**config.mk**
```make
export PLATFORM = sky130hd
export DESIGN_NAME = wk_wake_timer
export DESIGN_NICKNAME = d
export VERILOG_FILES = /design/src/rtl/wk_timer_pkg.sv /design/src/rtl/wk_period_timer.sv /design/src/rtl/wk_delay_timer.sv /design/src/rtl/wk_wake_timer.sv
export SDC_FILE = /design/constraint.sdc
export NUM_CORES = 1
export LEC_CHECK = 0
export BUFFER_PORTS_ARGS = -buffer_cell sky130_fd_sc_hd__clkbuf_2
export CORE_MARGIN = 1.5
export CORE_UTILIZATION = 36
export CTS_CLUSTER_DIAMETER = 60
export DETAILED_ROUTE_END_ITERATION = 8
export PLACE_DENSITY = 0.59
export SKIP_LAST_GASP = 1
export SYNTH_ARGS = -nofsm -noshare
export SYNTH_HDL_FRONTEND = slang
export SYNTH_SLANG_ARGS = --single-unit
export TNS_END_PERCENT = 50
```
**constraint.sdc**
```tcl
create_clock -name clk -period 2.8 [get_ports clk]
set_clock_uncertainty 0.05 [all_clocks]
set_input_delay 0.56 -clock clk [delete_from_list [all_inputs] [get_ports clk]]
set_output_delay 0.56 -clock clk [all_outputs]
set_load 0.005 [all_outputs]
```
**src/rtl/wk_timer_pkg.sv**
```systemverilog
package wk_timer_pkg;
  localparam int PER_CODE_W = 9;
  localparam int D1_CODE_W  = 7;
  localparam int D2_CODE_W  = 3;
  localparam int PER_LEN_W  = 15;
  localparam int D1_LEN_W   = 11;

  // wake interval length in coarse ticks
  function automatic logic [PER_LEN_W-1:0] period_len(input logic [PER_CODE_W-1:0] code);
    logic [PER_LEN_W-1:0] n;
    n = PER_LEN_W'(code[6:0]);
    case (code[8:7])
      2'b00:   return n + 1'b1;
      2'b11:   return (n << 8) + 1'b1;
      default: return (n << 4) + 1'b1;
    endcase
  endfunction

  // first delay length in fine ticks
  function automatic logic [D1_LEN_W-1:0] delay1_len(input logic [D1_CODE_W-1:0] code);
    logic [D1_LEN_W-1:0] n;
    n = D1_LEN_W'(code[5:0]) + 1'b1;
    return code[6] ? (n << 4) : n;
  endfunction
endpackage

```
**src/rtl/wk_period_timer.sv**
```systemverilog
module wk_period_timer
  import wk_timer_pkg::*;
#(
  parameter logic [PER_CODE_W-1:0] PER_RST = 9'h05F
) (
  input  logic                  clk,
  input  logic                  rst_n,
  input  logic                  en,
  input  logic                  tick,
  input  logic [PER_CODE_W-1:0] code,
  output logic                  start_o
);
  logic [PER_CODE_W-1:0] code_q, code_d;
  logic [PER_LEN_W-1:0]  cnt_q, cnt_d, len;
  logic                  start_q, wrap;

  always_comb begin
    len   = period_len(code_q);
    wrap  = en && tick && (cnt_q == len - 1'b1);
    cnt_d = cnt_q;
    if (!en || wrap) cnt_d = '0;
    else if (tick)   cnt_d = cnt_q + 1'b1;
    code_d = (!en || wrap) ? code : code_q;
  end

  always_ff @(posedge clk or negedge rst_n) begin
    if (!rst_n) begin
      code_q  <= PER_RST;
      cnt_q   <= '0;
      start_q <= 1'b0;
    end else begin
      code_q  <= code_d;
      cnt_q   <= cnt_d;
      start_q <= wrap;
    end
  end

  assign start_o = start_q;

  a_r2_cnt_below_len: assert property (@(posedge clk) disable iff (!rst_n)
    cnt_q < len);
  a_r9_start_from_tick: assert property (@(posedge clk) disable iff (!rst_n)
    start_q |-> $past(tick && en));
  a_r7_quiet_when_off: assert property (@(posedge clk) disable iff (!rst_n)
    !en |=> !start_q);
  a_r8_code_held: assert property (@(posedge clk) disable iff (!rst_n)
    ($past(en) && !start_q) |-> $stable(code_q));
endmodule

```
**src/rtl/wk_delay_timer.sv**
```systemverilog
module wk_delay_timer
  import wk_timer_pkg::*;
#(
  parameter logic [D1_CODE_W-1:0] D1_RST = 7'h04,
  parameter logic [D2_CODE_W-1:0] D2_RST = 3'd2
) (
  input  logic                 clk,
  input  logic                 rst_n,
  input  logic                 en,
  input  logic                 tick,
  input  logic                 osc_start,
  input  logic [D1_CODE_W-1:0] d1_code,
  input  logic [D2_CODE_W-1:0] d2_code,
  output logic                 t1_o,
  output logic                 t2_o
);
  logic                 act_q, act_d, ph2_q, ph2_d;
  logic [D1_LEN_W-1:0]  cnt_q, cnt_d, len_q, len_d;
  logic [D2_CODE_W-1:0] rep_q, rep_d, mul_q, mul_d;
  logic                 t1_q, t1_d, t2_q, t2_d, seg_end;

  always_comb begin
    act_d = act_q; ph2_d = ph2_q; cnt_d = cnt_q; rep_d = rep_q;
    len_d = len_q; mul_d = mul_q; t1_d = 1'b0; t2_d = 1'b0;
    seg_end = act_q && tick && (cnt_q == len_q - 1'b1);
    if (!en) begin
      act_d = 1'b0; ph2_d = 1'b0; cnt_d = '0; rep_d = '0;
    end else if (osc_start) begin
      act_d = 1'b1; ph2_d = 1'b0; cnt_d = '0; rep_d = '0;
      len_d = delay1_len(d1_code);
      mul_d = d2_code;
    end else if (act_q && tick) begin
      if (seg_end) begin
        cnt_d = '0;
        if (!ph2_q) begin
          t1_d = 1'b1;
          if (mul_q == '0) begin
            t2_d  = 1'b1;
            act_d = 1'b0;
          end else begin
            ph2_d = 1'b1;
            rep_d = '0;
          end
        end else if (rep_q == mul_q - 1'b1) begin
          t2_d  = 1'b1;
          act_d = 1'b0;
          ph2_d = 1'b0;
        end else begin
          rep_d = rep_q + 1'b1;
        end
      end else begin
        cnt_d = cnt_q + 1'b1;
      end
    end
  end

  always_ff @(posedge clk or negedge rst_n) begin
    if (!rst_n) begin
      act_q <= 1'b0; ph2_q <= 1'b0; cnt_q <= '0; rep_q <= '0;
      len_q <= delay1_len(D1_RST); mul_q <= D2_RST;
      t1_q  <= 1'b0; t2_q <= 1'b0;
    end else begin
      act_q <= act_d; ph2_q <= ph2_d; cnt_q <= cnt_d; rep_q <= rep_d;
      len_q <= len_d; mul_q <= mul_d;
      t1_q  <= t1_d;  t2_q  <= t2_d;
    end
  end

  assign t1_o = t1_q;
  assign t2_o = t2_q;

  a_r4_seg_bound: assert property (@(posedge clk) disable iff (!rst_n)
    act_q |-> (cnt_q < len_q));
  a_r5_rep_bound: assert property (@(posedge clk) disable iff (!rst_n)
    ph2_q |-> (rep_q < mul_q));
  a_r5_same_cycle: assert property (@(posedge clk) disable iff (!rst_n)
    (t1_q && mul_q == '0) |-> t2_q);
  a_r7_quiet_when_off: assert property (@(posedge clk) disable iff (!rst_n)
    !en |=> !(t1_q || t2_q));
endmodule

```
**src/rtl/wk_wake_timer.sv**
```systemverilog
module wk_wake_timer
  import wk_timer_pkg::*;
#(
  parameter int                    SYNC_STAGES = 2,
  parameter logic [PER_CODE_W-1:0] PER_RST     = 9'h05F,
  parameter logic [D1_CODE_W-1:0]  D1_RST      = 7'h04,
  parameter logic [D2_CODE_W-1:0]  D2_RST      = 3'd2
) (
  input  logic                  clk,
  input  logic                  rst_n,
  input  logic                  seq_en,
  input  logic                  tick_10ms,
  input  logic                  tick_1ms,
  input  logic                  osc_start,
  input  logic [PER_CODE_W-1:0] per_code,
  input  logic [D1_CODE_W-1:0]  d1_code,
  input  logic [D2_CODE_W-1:0]  d2_code,
  output logic                  cycle_start,
  output logic                  test1,
  output logic                  test2
);
  logic [SYNC_STAGES-1:0] sync_q;
  logic                   rst_sn;
  logic [D1_CODE_W-1:0]   d1_sh_q, d1_sh_d;
  logic [D2_CODE_W-1:0]   d2_sh_q, d2_sh_d;

  // reset asserted at once, released through a synchroniser
  always_ff @(posedge clk or negedge rst_n) begin
    if (!rst_n) sync_q <= '0;
    else        sync_q <= {sync_q[SYNC_STAGES-2:0], 1'b1};
  end
  assign rst_sn = sync_q[SYNC_STAGES-1];

  always_comb begin
    d1_sh_d = d1_sh_q;
    d2_sh_d = d2_sh_q;
    if (!seq_en || cycle_start) begin
      d1_sh_d = d1_code;
      d2_sh_d = d2_code;
    end
  end

  always_ff @(posedge clk or negedge rst_sn) begin
    if (!rst_sn) begin
      d1_sh_q <= D1_RST;
      d2_sh_q <= D2_RST;
    end else begin
      d1_sh_q <= d1_sh_d;
      d2_sh_q <= d2_sh_d;
    end
  end

  wk_period_timer #(.PER_RST(PER_RST)) i_period (
    .clk     (clk),
    .rst_n   (rst_sn),
    .en      (seq_en),
    .tick    (tick_10ms),
    .code    (per_code),
    .start_o (cycle_start)
  );

  wk_delay_timer #(.D1_RST(D1_RST), .D2_RST(D2_RST)) i_delay (
    .clk       (clk),
    .rst_n     (rst_sn),
    .en        (seq_en),
    .tick      (tick_1ms),
    .osc_start (osc_start),
    .d1_code   (d1_sh_q),
    .d2_code   (d2_sh_q),
    .t1_o      (test1),
    .t2_o      (test2)
  );

  a_r8_shadow_held: assert property (@(posedge clk) disable iff (!rst_sn)
    ($past(seq_en) && !$past(cycle_start)) |-> ($stable(d1_sh_q) && $stable(d2_sh_q)));
endmodule

```
==> flow_summary.toml <==
[drt]
drt_iter0_drc = 238
ant_nets = 0
first_pass_iters = 4
num_vias = 3782
wl_per_cell_um = 13.9
drt_wl_total_mm = 10.2
viasPerCell = 5.15
drc = 0

[timing]
min_period_over_period_pct = 120
setup_viol = 25
grt_setup_unrepaired = "true"
whs_ps = 310
fmaxAchievable_mhz = 298
worstMarginPinSlew_ps = 836
hold_viol_final = 0
fin_ws_ps = -555
relSlewSlack_pct = 44.3
final.min_clock_period_ps = 3350
tns_ps = -12410
drv_slew = 0

[synthesis]
synth_edf_count = 0
yosysTopAreaCell = "dfrtp_1"
post_synth_num_cell_types = 71
synth_top_cell_area_share_pct = 31.7
seq_area_frac_synth_pct = 38.0
yosys_register_bits = 69
yosys_warnings = 0
netlist_area_um2 = 4580
synth.area.top_cells = "dfrtp_1, dfstp_2, xor2_1"
post_synth.cell_area_avg_um2 = 9.32
async_flop_share_pct = 100
syn_inst = 491
synth_ff_type = "dfrtp_1"
synth_fp_nets = 527

[layout]
drive_above_1_share_pct = 28.1
diodes = 0
layout.nets = 594
fillerInstances = 1219
syn_to_final_growth_pct = 22.2
ff_latch_area_um2 = 1740
multiInputGateArea_um2 = 2730

[setup_path]
reg2reg_depth = 12
reg2reg_to = "i_period.code_q[5]"
path_max_fanout = 9
cp.arrival_ps = 3520
required_ps = 2960
reg2reg_from = "i_period.code_q[7]"
crit_type = "register to register"
endpoint_kind = "register"
start_kind = "register"
r2r_slack_ps = -550

[grt]
antenna_found_initial = 0
grt_pass1_vias = 3690
grtUsageMet2_pct = 25.2
grt_use_total_pct = 16.7
use_met3_pct = 2.98
grt_first_pass_wirelength_mm = 17.7
grt_overflow_total = 0
grt-busiest-layer = "met2"
grt_max_degree = 68
grtUsageMet1_pct = 23.8

[placement]
gp_congestion = 0.821
hpwl_mm = 7.56
port_buffers = 27
pre_cts_ws_ps = -679

[clock_network]
clk_path_buf_depth = 2
cts_tree = "done"
path_clk_slew_ps = 60
htree_levels = 3
cts_buffers = 9
clock-sinks = 69
cts_root_buffer = "clkbuf_16"
insertion_delay_ps = 330

[run_status]
violations = "negative setup slack"
outcome = "finished, violations left"

[floorplanning]
num_rows = 41
die_area_um2 = 13400
io_pins = 28
initial_utilization_pct = 36.6
die_y_um = 116
die_w_um = 116
coreArea_um2 = 12500

[power]
p_sw_share_pct = 39.1
power_frac_clock_pct = 17.3
peakVddDrop_uv = 520
p_leak_nw = 2.37
internal-power_mw = 3.62
p_switching_mw = 2.33
combPwrFrac_pct = 59.5
powerDensity_nw_per_um2 = 1060
power_frac_seq_pct = 23.2

[hold_path]
whs_path_depth = 0
hold_end = "sync_q[1]"
hp-start = "sync_q[0]"
hold_class = "register to register"

[run]
maxCapViolations = 0
[flip-flops by register name (all words and copies together), names as in the netlist, 3 cells and up]
name	count
i_period.cnt_q	15
i_delay.cnt_q	11
i_delay.len_q	11
i_period.code_q	9
d1_sh_q	7
d2_sh_q	3
i_delay.mul_q	3
i_delay.rep_q	3
[critical path: stages, from the launching register on]
cell      delay (ps)
dfrtp_1          390
inv_2             60
ha_4             270
or3b_2           470
mux2i_2          310
or4_4            210
buf_4            110
o21ai_0           70
a211o_1          330
and2_4           170
a221oi_4         310
buf_12           180
mux2_4           290
[cell usage in the layout, fill, tap and decap left out, types with 4 or more instances in the layout]
cell type   n
a21o_1      4
inv_1      11
nand3_1    26
nor4_1      4
clkbuf_16   9
mux2i_1     4
buf_4      52
o21ai_0    26
nand2_1    42
mux2_2     20
nand2b_1    9
nand4_1    13
mux2_4      4
or3_1       6
clkbuf_2   27
nor2b_1     4
xor2_1     32
dfrtp_1    57
and3_1      7
dfstp_2    11
nor3_1      6
ha_1        7
a21oi_1    15
nor2_1     47
xnor2_1    27
nand3b_1    4
[worst max-delay path by stage]
| stage | startpoint | slack [ps] | to |
|---|---|---|---|
| after detailed placement | i_period.code_q[0] | -680 | i_period.code_q[0] |
| after global routing | i_period.code_q[7] | -710 | i_period.code_q[1] |
| after global placement | i_period.code_q[0] | -640 | i_period.start_o |
| after floorplan | i_period.code_q[7] | -820 | i_period.code_q[5] |
| final | i_period.code_q[7] | -550 | i_period.code_q[5] |
| after CTS | i_period.code_q[7] | -540 | i_period.code_q[0] |
[metrics by stage]
step / utilization [%] / cells / instance area [µm²] / power, mW
after detailed placement: 41.6 / 712 / 5210 / 4.67
after global routing: 44.7 / 735 / 5590 / 6.37
after CTS: 44.6 / 735 / 5580 / 5.95
final: 44.7 / 735 / 5590 / 5.95
after global placement: 41.6 / 712 / 5210 / 4.59
after floorplan: - / 491 / 4620 / 3.65
[synthesized netlist by cell type (5+ instances only)]
cell / number
nor3_1: 6
mux2_2: 20
nand3_1: 26
dfrtp_1: 58
o21ai_0: 27
or3_1: 6
nor4_1: 5
nor2_1: 49
mux2i_1: 5
nand2b_1: 10
nand2_1: 42
dfstp_2: 11
nand4_1: 13
ha_1: 11
xor2_1: 32
clkbuf_1: 21
and3_1: 7
inv_1: 13
a21oi_1: 16
xnor2_1: 28
[logic make-up after synthesis]
| logic type | synth area share, % |
|---|---|
| muxes | 7.63 |
| adders and majority gates | 3.01 |
| and+or+nand+nor | 22.1 |
| AOI/OAI and AO/OA | 12.7 |
| other | 0.0819 |
| DFF | 38.0 |
| xor gates and xnor gates | 12.5 |
| buffers and inverters | 3.99 |
[final cells by class]
cell class,instances,area share [%]
sequential,69,31.1
clock buffer,10,4.09
tap,172,3.85
clock inverter,6,0.694
inverter,13,0.873
multi-input combinational,381,48.8
timing repair buffer,84,10.5
[power by group through the flow]
stage | clock network (mW) | logic [mW] | registers, mW
CTS | 1.06 | 3.52 | 1.38
global route | 1.10 | 3.86 | 1.42
floorplan | 0 | 2.31 | 1.34
finish | 1.03 | 3.54 | 1.38
detailed placement | 0 | 3.28 | 1.40
global placement | 0 | 3.20 | 1.39
[routing by layer]
metal  vias up  wire [µm]
met2        72       4510
met3        17        386
met5         -          0
li1       1876          -
met1      1817       5120
met4         0        203
[what timing repair did]
action / CTS / global route
gates resized for setup: 14 / 2
endpoints found under the hold margin: 2 / 0
hold buffers: 1 / 0
cloned: 1 / 0
setup endpoints to repair: 25 / 39
pin swaps: 1 / 0
setup buffers: 5 / 0
(Power assumes the default switching activity.)
